**src/rtl/rs_conv_pkg.sv**
```systemverilog
`timescale 1ns/1ps
package rs_conv_pkg;
  parameter int DATA_W   = 8;   // input element width
  parameter int KW       = 3;   // filter size (rows and taps)
  parameter int FMAP_W   = 7;   // feature-map row length
  parameter int OUT_ROWS = 3;   // output rows = grid columns
  parameter int PSUM_W   = 20;  // element partial-sum width
  parameter int CSUM_W   = 22;  // column-sum width
endpackage

```
**src/rtl/rs_row_pe.sv**
```systemverilog
`timescale 1ns/1ps
module rs_row_pe
  import rs_conv_pkg::*;
#(
  parameter int K   = KW,
  parameter int FW  = FMAP_W,
  parameter int DW  = DATA_W,
  parameter int PSW = PSUM_W
) (
  input  logic                        clk,
  input  logic                        rst_n,
  input  logic                        filt_we,
  input  logic                        fmap_we,
  input  logic [FW*DW-1:0]            ld_row,
  input  logic                        step,
  input  logic [$clog2(K)-1:0]        tap,
  input  logic [$clog2(FW-K+1)-1:0]   pos,
  output logic signed [PSW-1:0]       psum
);
  localparam int OW   = FW - K + 1;
  localparam int PW   = $clog2(OW);
  localparam int IW   = $clog2(FW);
  localparam int PRW  = 2 * DW;
  localparam int PMAX = K * (1 << (2 * DW - 2));

  logic signed [DW-1:0]  filt_q [K];
  logic signed [DW-1:0]  win_q  [FW];
  logic signed [PSW-1:0] psum_q;
  logic [IW-1:0]         sel;
  logic signed [PRW-1:0] prod;
  logic signed [PSW-1:0] prod_ext;

  assign sel      = IW'(pos) + IW'(tap);
  assign prod     = filt_q[tap] * win_q[sel];
  assign prod_ext = {{(PSW-PRW){prod[PRW-1]}}, prod};

  always_ff @(posedge clk or negedge rst_n) begin
    if (!rst_n) begin
      for (int k = 0; k < K; k++)  filt_q[k] <= '0;
      for (int e = 0; e < FW; e++) win_q[e]  <= '0;
      psum_q <= '0;
    end else begin
      if (filt_we)
        for (int k = 0; k < K; k++)  filt_q[k] <= ld_row[k*DW +: DW];
      if (fmap_we)
        for (int e = 0; e < FW; e++) win_q[e]  <= ld_row[e*DW +: DW];
      if (step)
        psum_q <= (tap == '0) ? prod_ext : psum_q + prod_ext;
    end
  end

  assign psum = psum_q;

  assert_no_overflow_R8: assert property (@(posedge clk) disable iff (!rst_n)
    (int'(psum_q) <= PMAX) && (int'(psum_q) >= -PMAX));
endmodule

```
**src/rtl/rs_col_sum.sv**
```systemverilog
`timescale 1ns/1ps
module rs_col_sum
  import rs_conv_pkg::*;
#(
  parameter int K   = KW,
  parameter int DW  = DATA_W,
  parameter int PSW = PSUM_W,
  parameter int CSW = CSUM_W
) (
  input  logic                  clk,
  input  logic                  rst_n,
  input  logic                  take,
  input  logic [K*PSW-1:0]      psums,
  output logic signed [CSW-1:0] sum_q
);
  localparam int SMAX = K * K * (1 << (2 * DW - 2));

  logic signed [CSW-1:0] sum_d;

  always_comb begin
    sum_d = '0;
    for (int r = 0; r < K; r++)
      sum_d = sum_d + {{(CSW-PSW){psums[r*PSW+PSW-1]}}, psums[r*PSW +: PSW]};
  end

  always_ff @(posedge clk or negedge rst_n) begin
    if (!rst_n)    sum_q <= '0;
    else if (take) sum_q <= sum_d;
  end

  assert_sum_range_R8: assert property (@(posedge clk) disable iff (!rst_n)
    (int'(sum_q) <= SMAX) && (int'(sum_q) >= -SMAX));
endmodule

```
**src/rtl/rs_seq_ctrl.sv**
```systemverilog
`timescale 1ns/1ps
module rs_seq_ctrl
  import rs_conv_pkg::*;
#(
  parameter int K    = KW,
  parameter int FW   = FMAP_W,
  parameter int NCOL = OUT_ROWS
) (
  input  logic                          clk,
  input  logic                          rst_n,
  input  logic                          start,
  input  logic                          ld_fire,
  input  logic                          ld_kind,
  input  logic [$clog2(K+NCOL-1)-1:0]   ld_index,
  input  logic                          out_ready,
  output logic                          busy,
  output logic                          step,
  output logic [$clog2(K)-1:0]          tap,
  output logic [$clog2(FW-K+1)-1:0]     pos,
  output logic                          take,
  output logic                          out_valid,
  output logic [$clog2(FW-K+1)-1:0]     out_col
);
  localparam int NIN = K + NCOL - 1;
  localparam int OW  = FW - K + 1;
  localparam int PW  = $clog2(OW);
  localparam int TW  = $clog2(K);

  logic [K-1:0]   seen_f;
  logic [NIN-1:0] seen_m;
  logic [PW-1:0]  take_pos;
  logic           go;

  assign go   = start && !busy && (&seen_f) && (&seen_m);
  assign step = busy && (!out_valid || out_ready);

  always_ff @(posedge clk or negedge rst_n) begin
    if (!rst_n) begin
      seen_f <= '0;
      seen_m <= '0;
      busy   <= 1'b0;
      pos    <= '0;
      tap    <= '0;
    end else if (go) begin
      seen_f <= '0;
      seen_m <= '0;
      busy   <= 1'b1;
      pos    <= '0;
      tap    <= '0;
    end else begin
      if (ld_fire) begin
        if (ld_kind && int'(ld_index) < K)     seen_f[ld_index] <= 1'b1;
        if (!ld_kind && int'(ld_index) < NIN)  seen_m[ld_index] <= 1'b1;
      end
      if (step) begin
        if (tap == TW'(K-1)) begin
          tap <= '0;
          if (pos == PW'(OW-1)) busy <= 1'b0;
          else                  pos  <= pos + 1'b1;
        end else begin
          tap <= tap + 1'b1;
        end
      end
    end
  end

  always_ff @(posedge clk or negedge rst_n) begin
    if (!rst_n) begin
      take      <= 1'b0;
      take_pos  <= '0;
      out_valid <= 1'b0;
      out_col   <= '0;
    end else begin
      take <= step && (tap == TW'(K-1));
      if (step && tap == TW'(K-1)) take_pos <= pos;
      if (take) begin
        out_valid <= 1'b1;
        out_col   <= take_pos;
      end else if (out_ready) begin
        out_valid <= 1'b0;
      end
    end
  end

  assert_start_gate_R3: assert property (@(posedge clk) disable iff (!rst_n)
    $rose(busy) |-> $past((&seen_f) && (&seen_m)));

  assert_no_overwrite_R6: assert property (@(posedge clk) disable iff (!rst_n)
    take |-> !out_valid);
endmodule

```
**src/rtl/rs_conv_array.sv**
```systemverilog
`timescale 1ns/1ps
module rs_conv_array
  import rs_conv_pkg::*;
#(
  parameter int K    = KW,
  parameter int FW   = FMAP_W,
  parameter int NCOL = OUT_ROWS,
  parameter int DW   = DATA_W,
  parameter int PSW  = PSUM_W,
  parameter int CSW  = CSUM_W,
  localparam int NIN = K + NCOL - 1,
  localparam int LIW = $clog2(NIN),
  localparam int PW  = $clog2(FW - K + 1)
) (
  input  logic                 clk,
  input  logic                 rst_n,
  input  logic                 ld_valid,
  output logic                 ld_ready,
  input  logic                 ld_kind,
  input  logic [LIW-1:0]       ld_index,
  input  logic [FW*DW-1:0]     ld_row,
  input  logic                 start,
  output logic                 out_valid,
  input  logic                 out_ready,
  output logic [PW-1:0]        out_col,
  output logic [NCOL*CSW-1:0]  out_sums
);
  localparam int TW = $clog2(K);

  logic          busy, step, take, ld_fire;
  logic [TW-1:0] tap;
  logic [PW-1:0] pos;

  assign ld_ready = !busy;
  assign ld_fire  = ld_valid && ld_ready;

  rs_seq_ctrl #(.K(K), .FW(FW), .NCOL(NCOL)) ctrl_i (
    .clk(clk), .rst_n(rst_n), .start(start), .ld_fire(ld_fire),
    .ld_kind(ld_kind), .ld_index(ld_index), .out_ready(out_ready),
    .busy(busy), .step(step), .tap(tap), .pos(pos), .take(take),
    .out_valid(out_valid), .out_col(out_col)
  );

  for (genvar j = 0; j < NCOL; j++) begin : g_col
    logic [K*PSW-1:0]      col_ps;
    logic signed [CSW-1:0] col_sum;

    for (genvar r = 0; r < K; r++) begin : g_pe
      logic                  f_we, m_we;
      logic signed [PSW-1:0] ps;
      assign f_we = ld_fire &&  ld_kind && (ld_index == LIW'(r));
      assign m_we = ld_fire && !ld_kind && (ld_index == LIW'(r + j));
      rs_row_pe #(.K(K), .FW(FW), .DW(DW), .PSW(PSW)) pe_i (
        .clk(clk), .rst_n(rst_n), .filt_we(f_we), .fmap_we(m_we),
        .ld_row(ld_row), .step(step), .tap(tap), .pos(pos), .psum(ps)
      );
      assign col_ps[r*PSW +: PSW] = ps;
    end

    rs_col_sum #(.K(K), .DW(DW), .PSW(PSW), .CSW(CSW)) sum_i (
      .clk(clk), .rst_n(rst_n), .take(take), .psums(col_ps), .sum_q(col_sum)
    );
    assign out_sums[j*CSW +: CSW] = col_sum;
  end

  assert_hold_R6: assert property (@(posedge clk) disable iff (!rst_n)
    (out_valid && !out_ready) |=> (out_valid && $stable(out_sums) && $stable(out_col)));
endmodule

```
**config.mk**
```make
export PLATFORM = sky130hd
export DESIGN_NAME = rs_conv_array
export DESIGN_NICKNAME = d
export VERILOG_FILES = /design/src/rtl/rs_conv_pkg.sv /design/src/rtl/rs_row_pe.sv /design/src/rtl/rs_col_sum.sv /design/src/rtl/rs_seq_ctrl.sv /design/src/rtl/rs_conv_array.sv
export SDC_FILE = /design/constraint.sdc
export NUM_CORES = 2
export LEC_CHECK = 0
export BUFFER_PORTS_ARGS = -buffer_cell sky130_fd_sc_hd__buf_4
export CORE_MARGIN = 2
export CORE_UTILIZATION = 62
export DETAILED_ROUTE_END_ITERATION = 8
export GPL_TIMING_DRIVEN = 0
export PLACE_DENSITY = 0.81
export SYNTH_ARGS = -nofsm -noshare
export SYNTH_HDL_FRONTEND = slang
export SYNTH_HIERARCHICAL = 1
export SYNTH_SLANG_ARGS = --single-unit
```
**constraint.sdc**
```tcl
create_clock -name clk -period 14.52 [get_ports clk]
set_clock_uncertainty 0.15 [all_clocks]
set_input_delay 2.178 -clock clk [delete_from_list [all_inputs] [get_ports clk]]
set_output_delay 2.178 -clock clk [all_outputs]
set_load 0.01 [all_outputs]
```
# After elaboration in Yosys (flattened, before gate mapping)
# Cells that the tools add are included.
# classes
n_reduce_logical	39
eq_ne	7
muxes	56
n_addsub	18
n_lt_le_gt_ge	7
bitwise_logic	4
mul	9
# op_table
operator	count
$add 20x16->20	9
$mux 20	9
$mul 8x8->16	9
$mux 8	16
$bmux 8 s3	5
$add 22x22->22	3
$add 20x20->21	3
$bmux 8 s2	3
$mux 3	7
$logic_and 1x1->1	20
$mux 5	3
$reduce_bool 2->1	7
$reduce_and 3->1	3
$mux 1	8
$eq 3x2->1 const B	2
$eq 3x3->1 const B	2
$lt 3x3->1 const B	2
$mux 2	3
$or 5x5->5	1
$reduce_and 5->1	1
$ge 4x4->1 const B	1
$lt 3x4->1 const B	1
$not 3->4	1
$reduce_and 2->1	2
other kinds (17)	19
# word_totals
out_inout_bits	71
elab_cells	205
regBits	620

# Longest topological paths before layout
# depth
word_depth	8
depth_mapped	36

# By module
# The synthesis kept the hierarchy.
# by_module_without_submodules
mod	instances	seq_area_each_um2	cells_per_inst	area_per_inst_um2
rs_row_pe (g_col[0].g_pe[0].pe_i ...)	2	2502.4	757	7842.5
rs_row_pe (g_col[2].g_pe[0].pe_i ...)	2	2502.4	745	7797.5
rs_row_pe (g_col[1].g_pe[0].pe_i ...)	2	2502.4	743	7793.7
rs_row_pe (g_col[2].g_pe[2].pe_i)	1	2502.4	782	8061.5
rs_row_pe (g_col[1].g_pe[2].pe_i)	1	2502.4	771	7987.7
rs_row_pe (g_col[0].g_pe[2].pe_i)	1	2502.4	755	7872.6
rs_col_sum (g_col[0].sum_i ...)	2	550.5	210	2239.6
rs_col_sum (g_col[2].sum_i)	1	550.5	222	2262.2
rs_seq_ctrl	1	550.5	86	989.7
rs_conv_array	1	0.0	16	103.8

# Worst setup path before layout
# Ideal clock, no wire load.
# synth_timing
kind	register to register
from	register ctrl_i.tap[1]
to	register g_col[0].g_pe[2].pe_i.psum_q[19]
period_less_slack_ns	8.894
stages_incl_launch_ff	31
slack_ns	5.626
required_ns	14.283
setup_time_ns	0.087
t_arrival_ns	8.657
cell_sequence	dfrtp_1 buf_2 inv_1 fa_1 xor2_2 buf_4 mux4_2 mux2i_1 or2_2 inv_1 fa_1 inv_1 fa_1 inv_1 fa_1 inv_1 fa_1 inv_1 ha_1 nand2_1 o21ai_1 or4_1 o22ai_1 xnor2_1 ha_1 nand2_1 o21ai_0 or4_1 o221ai_2 mux4_2 o211ai_1
# synth_between
elab_chain_len	8
# synth_lines
element	line	source
start: declaration	rs_seq_ctrl.sv:18	output logic [$clog2(K)-1:0] tap,
start signal: assignment	rs_seq_ctrl.sv:61	tap <= tap + 1'b1;
$add 3x2->3	rs_row_pe.sv:33	assign sel = IW'(pos) + IW'(tap);
$not 3->4 (not written as such)	rs_row_pe.sv:34	assign prod = filt_q[tap] * win_q[sel];
$bmux 8 s3	-	
$mux 8	-	
$mux 8 (not written as such)	rs_row_pe.sv:34	
$mul 8x8->16	rs_row_pe.sv:34	
$add 20x16->20	rs_row_pe.sv:48	psum_q <= (tap == '0) ? prod_ext : psum_q + prod_ext;
$mux 20 (*)	rs_row_pe.sv:48	
end signal: assignment	rs_row_pe.sv:48	
end: declaration	rs_row_pe.sv:28	logic signed [PSW-1:0] psum_q;
# Every way passes the cells marked *; elsewhere a longest branch is shown, timed or not. The select of a mux whose other input is x is not followed.
# A chain may end at the register's enable or synchronous reset.

# Worst setup path in the final report
# layout_timing
from	register ctrl_i.tap[1]
to	register g_col[1].g_pe[2].pe_i.psum_q[16]
# layout_between
elab_chain_len	8
# layout_lines
element	line
$add 3x2->3	rs_row_pe.sv:33
$not 3->4 (not written as such)	rs_row_pe.sv:34
$bmux 8 s3	rs_row_pe.sv:34
$mux 8 (not written as such) (2 in series)	rs_row_pe.sv:34
$mul 8x8->16	rs_row_pe.sv:34
$add 20x16->20	rs_row_pe.sv:48
$mux 20 (*)	rs_row_pe.sv:48
end signal: assignment	rs_row_pe.sv:48
end: declaration	rs_row_pe.sv:28
# Marks and branches as above.

==> summary.md <==
| Metric | Value |
|---|---|
| Outcome | finished clean |
| Gr usage total | 33.33% |
| Iter 0 DRT Violations | 6311 |
| Post-synth top cells | 988 x dfrtp_1, 891 x inv_1, 803 x nor2_1, 774 x mux2_2, 585 x fa_1 |
| Core footprint | 125700 µm² |
| Req. time, crit path | 15.03 ns |
| Seq/Total Area, Yosys | 31.45% |
| Worst-path clk slew | 0.06 ns |
| Max_slew headroom | 4.219% |
| Hold buffer count at cts | 0 |
| Hold WC Path Type | flop to flop |
| Final Hold Fails | 0 |
| Initial Util | 62.53% |
| Top-count cell post-synth | dfrtp_1 |
| Antenna Nets Post-Route | 0 |
| Clock tree sinks | 988 |
| Critical path launch point type | flop |
| Crit-path max cell delay | 1.03 ns |
| Design Area, Final | 85750 µm² |
| Synth top area share | 31.45% |
| Initial antenna violation count | 21 |
| Worst Slack Setup Final | 3.671 ns |
| FFs w/ async S/R, synth | 100.0% |
| Vias per inst | 6.229 |
| Yosys reg bits | 988 |
| Die area | 129700 µm² |
| Post-CTS Setup Bufs | 0 |
| Clock tree from TritonCTS | yes |
| Drt total wl | 215600 µm |
| Final #Nets | 8966 |
| CP Data Arrival Time | 11.36 ns |
| Synth Instances | 7542 |
| Final worst path period share | 74.72% |
| Longest Clk Path Bufs | 3 |
| Final Slew Violations | 0 |
| Gp weighted congestion | 0.9296 |
| Library cells used by synthesis | 120 |
| H-tree levels | 3 |
| Synth top area cells | dfrtp_1 31%, fa_1 15%, mux2_2 11% |
| # IOs | 136 |
| PortBufs | 135 |
| Number of synthesized flops with an enable pin | 0 |
| Syn_nets | 8713 |
| Worst slew pin tran | 1.435 ns |
| Synthesized cell area | 78620 µm² |
| FF-to-FF path depth | 32 |
| Post-cts sizing count | 0 |
| DP Area | 81980 µm² |
| CP Max Fanout | 31 |
| Kind of critical path | flop to flop |
| Synth Warn # | 6 |
| RSZ-0062 raised after global routing | no |
| Total CTS buffers | 105 |
| Worst path slowest cell | dfrtp_2 |
| Site Rows | 130 |
| Largest net degree at the start of global routing | 131 |
| Die X-Extent | 360.1 µm |
| Vias | 59560 |
| Synth area leader | dfrtp_1 |
| Mean Syn Cell Area | 10.42 µm² |
| Post-DR wirelength/cell | 22.54 µm |
| Setup TNS | 0 ns |
| Residual DRC | 0 |
| Global-route wire length before repair | 339800 µm |
| Layout cells sized above 1 | 18.68% |
| Hold path depth | 2 |
| Setup Viol. Count Final | 0 |
| P&R area growth vs syn | 9.068% |
| Leading register cell type out of synthesis | dfrtp_1 |
| MaxCap Viol Count | 0 |
| Pre-CTS setup slack | 4.009 ns |
| Vias in the first global route | 61570 |
| Post-DP HPWL | 150000 µm |
| CP Capture Type | flop |
| Minimum clock period | 10.85 ns |
| Die Height | 360.1 µm |
| CTS Root Cell | clkbuf_16 |
| Clock latency on the worst-skew pair | 0.74 ns |
| Fmax | 0.09217 GHz |
| GRT overflow | 0 |
| Drt pass-1 iters | 6 |
per-layer routing:
layer | track usage, % | vias to the layer above | routed length, µm
met1 | 43.05 | 29990 | 82660
met2 | 52.51 | 2831 | 99470
met4 | 15.58 | 6 | 10380
met3 | 8.927 | 651 | 23010
met5 | 0 | - | 34
li1 | - | 26080 | -
worst paths after layout:
kind | start | end | slack (ns)
max in group asynchronous | rst_n | g_col[1].g_pe[0].pe_i/psum[3] | 10.72
min | g_col[0].sum_i/sum_q[17] | g_col[0].sum_i/sum_q[17] | 0.34
max reg2reg | ctrl_i/tap[1] | g_col[1].g_pe[2].pe_i/psum[16] | 3.67
min reg2reg | g_col[0].sum_i/sum_q[17] | g_col[0].sum_i/sum_q[17] | 0.34
max | ctrl_i/tap[1] | g_col[1].g_pe[2].pe_i/psum[16] | 3.67
min in group asynchronous | rst_n | g_col[0].g_pe[0].pe_i/psum[10] | 1.24
worst max-delay path, delay by kind of cell (launching register included):
| family | cells | cell delay (ns) |
|---|---|---|
| flip-flops | 1 | 1.03 |
| AO/OA/AOI/OAI | 8 | 1.83 |
| adder cells (fa/ha/maj) | 7 | 3.22 |
| AND/OR/NAND/NOR | 6 | 1.20 |
| XOR/XNOR | 1 | 0.73 |
| buffers and inverters | 8 | 1.57 |
| multiplexers | 2 | 1.03 |
cell usage in the layout (no fill, tap or decap), drive strengths merged, types with 12 or more instances in the layout:
cell / n
diode: 36
fa: 585
nand3: 112
or3: 21
clkbuf: 328
mux2i: 235
buf: 207
o21a: 36
a211oi: 34
and3: 43
a31oi: 81
inv: 902
nand2: 306
o21ai: 200
xor2: 94
o21bai: 49
mux4: 73
nor2: 804
nand2b: 36
o31ai: 19
a31o: 13
nor3b: 12
ha: 521
nand4: 31
mux2: 776
nor3: 65
bufinv: 12
o22ai: 24
a21o: 110
clkinv: 22
nor2b: 81
a21oi: 465
or2: 149
dfrtp: 988
xnor2: 237
o211ai: 15
sequential cells by signal, summed over array words and instances (netlist names):
name and count:
ctrl_i/tap 2, ctrl_i/take_pos 3, ctrl_i/out_col 3, g_col.g_pe.pe_i/filt_q 216, ctrl_i/pos 3, g_col.g_pe.pe_i/win_q 504
ctrl_i/seen_m 5, ctrl_i/seen_f 3, ctrl_i/busy 1, ctrl_i/take 1, ctrl_i/out_valid 1, g_col.g_pe.pe_i/psum 180
g_col.sum_i/sum_q 66
per-stage QoR:
stage                     hold WS (ns)  util [%]  instances
after floorplan                 0.3121         -       7542
after global placement          0.3256     64.98       9327
after detailed placement        0.3255     65.21       9338
after CTS                       0.3403     68.13       9526
after global routing            0.3609     68.16       9542
final                           0.3440     68.20       9562
final cells by class:
| cell class | count | area (µm²) |
|---|---|---|
| Clock buffer | 138 | 2984 |
| Antenna cell | 36 | 90.09 |
| Tap cell | 1650 | 2064 |
| Buffer | 255 | 1139 |
| Timing Repair Buffer | 146 | 1280 |
| Fill cell | 8922 | 39980 |
| Clock inverter | 50 | 694.4 |
| Multi-Input combinational cell | 5404 | 49410 |
| Sequential cell | 988 | 24730 |
| Inverter | 895 | 3359 |
logic make-up after synthesis:
kind of cell / synth area share (%)
AO/OA/AOI/OAI: 9.543
XOR/XNOR: 3.764
adder cells (fa/ha/maj): 23.19
buffers and inverters: 5.721
flip-flops: 31.45
multiplexers: 16.22
AND/OR/NAND/NOR: 10.12
Power is left out: the tool's default activity adds up to more than one toggle a clock period on the data nets, which glitch-free logic cannot reach.
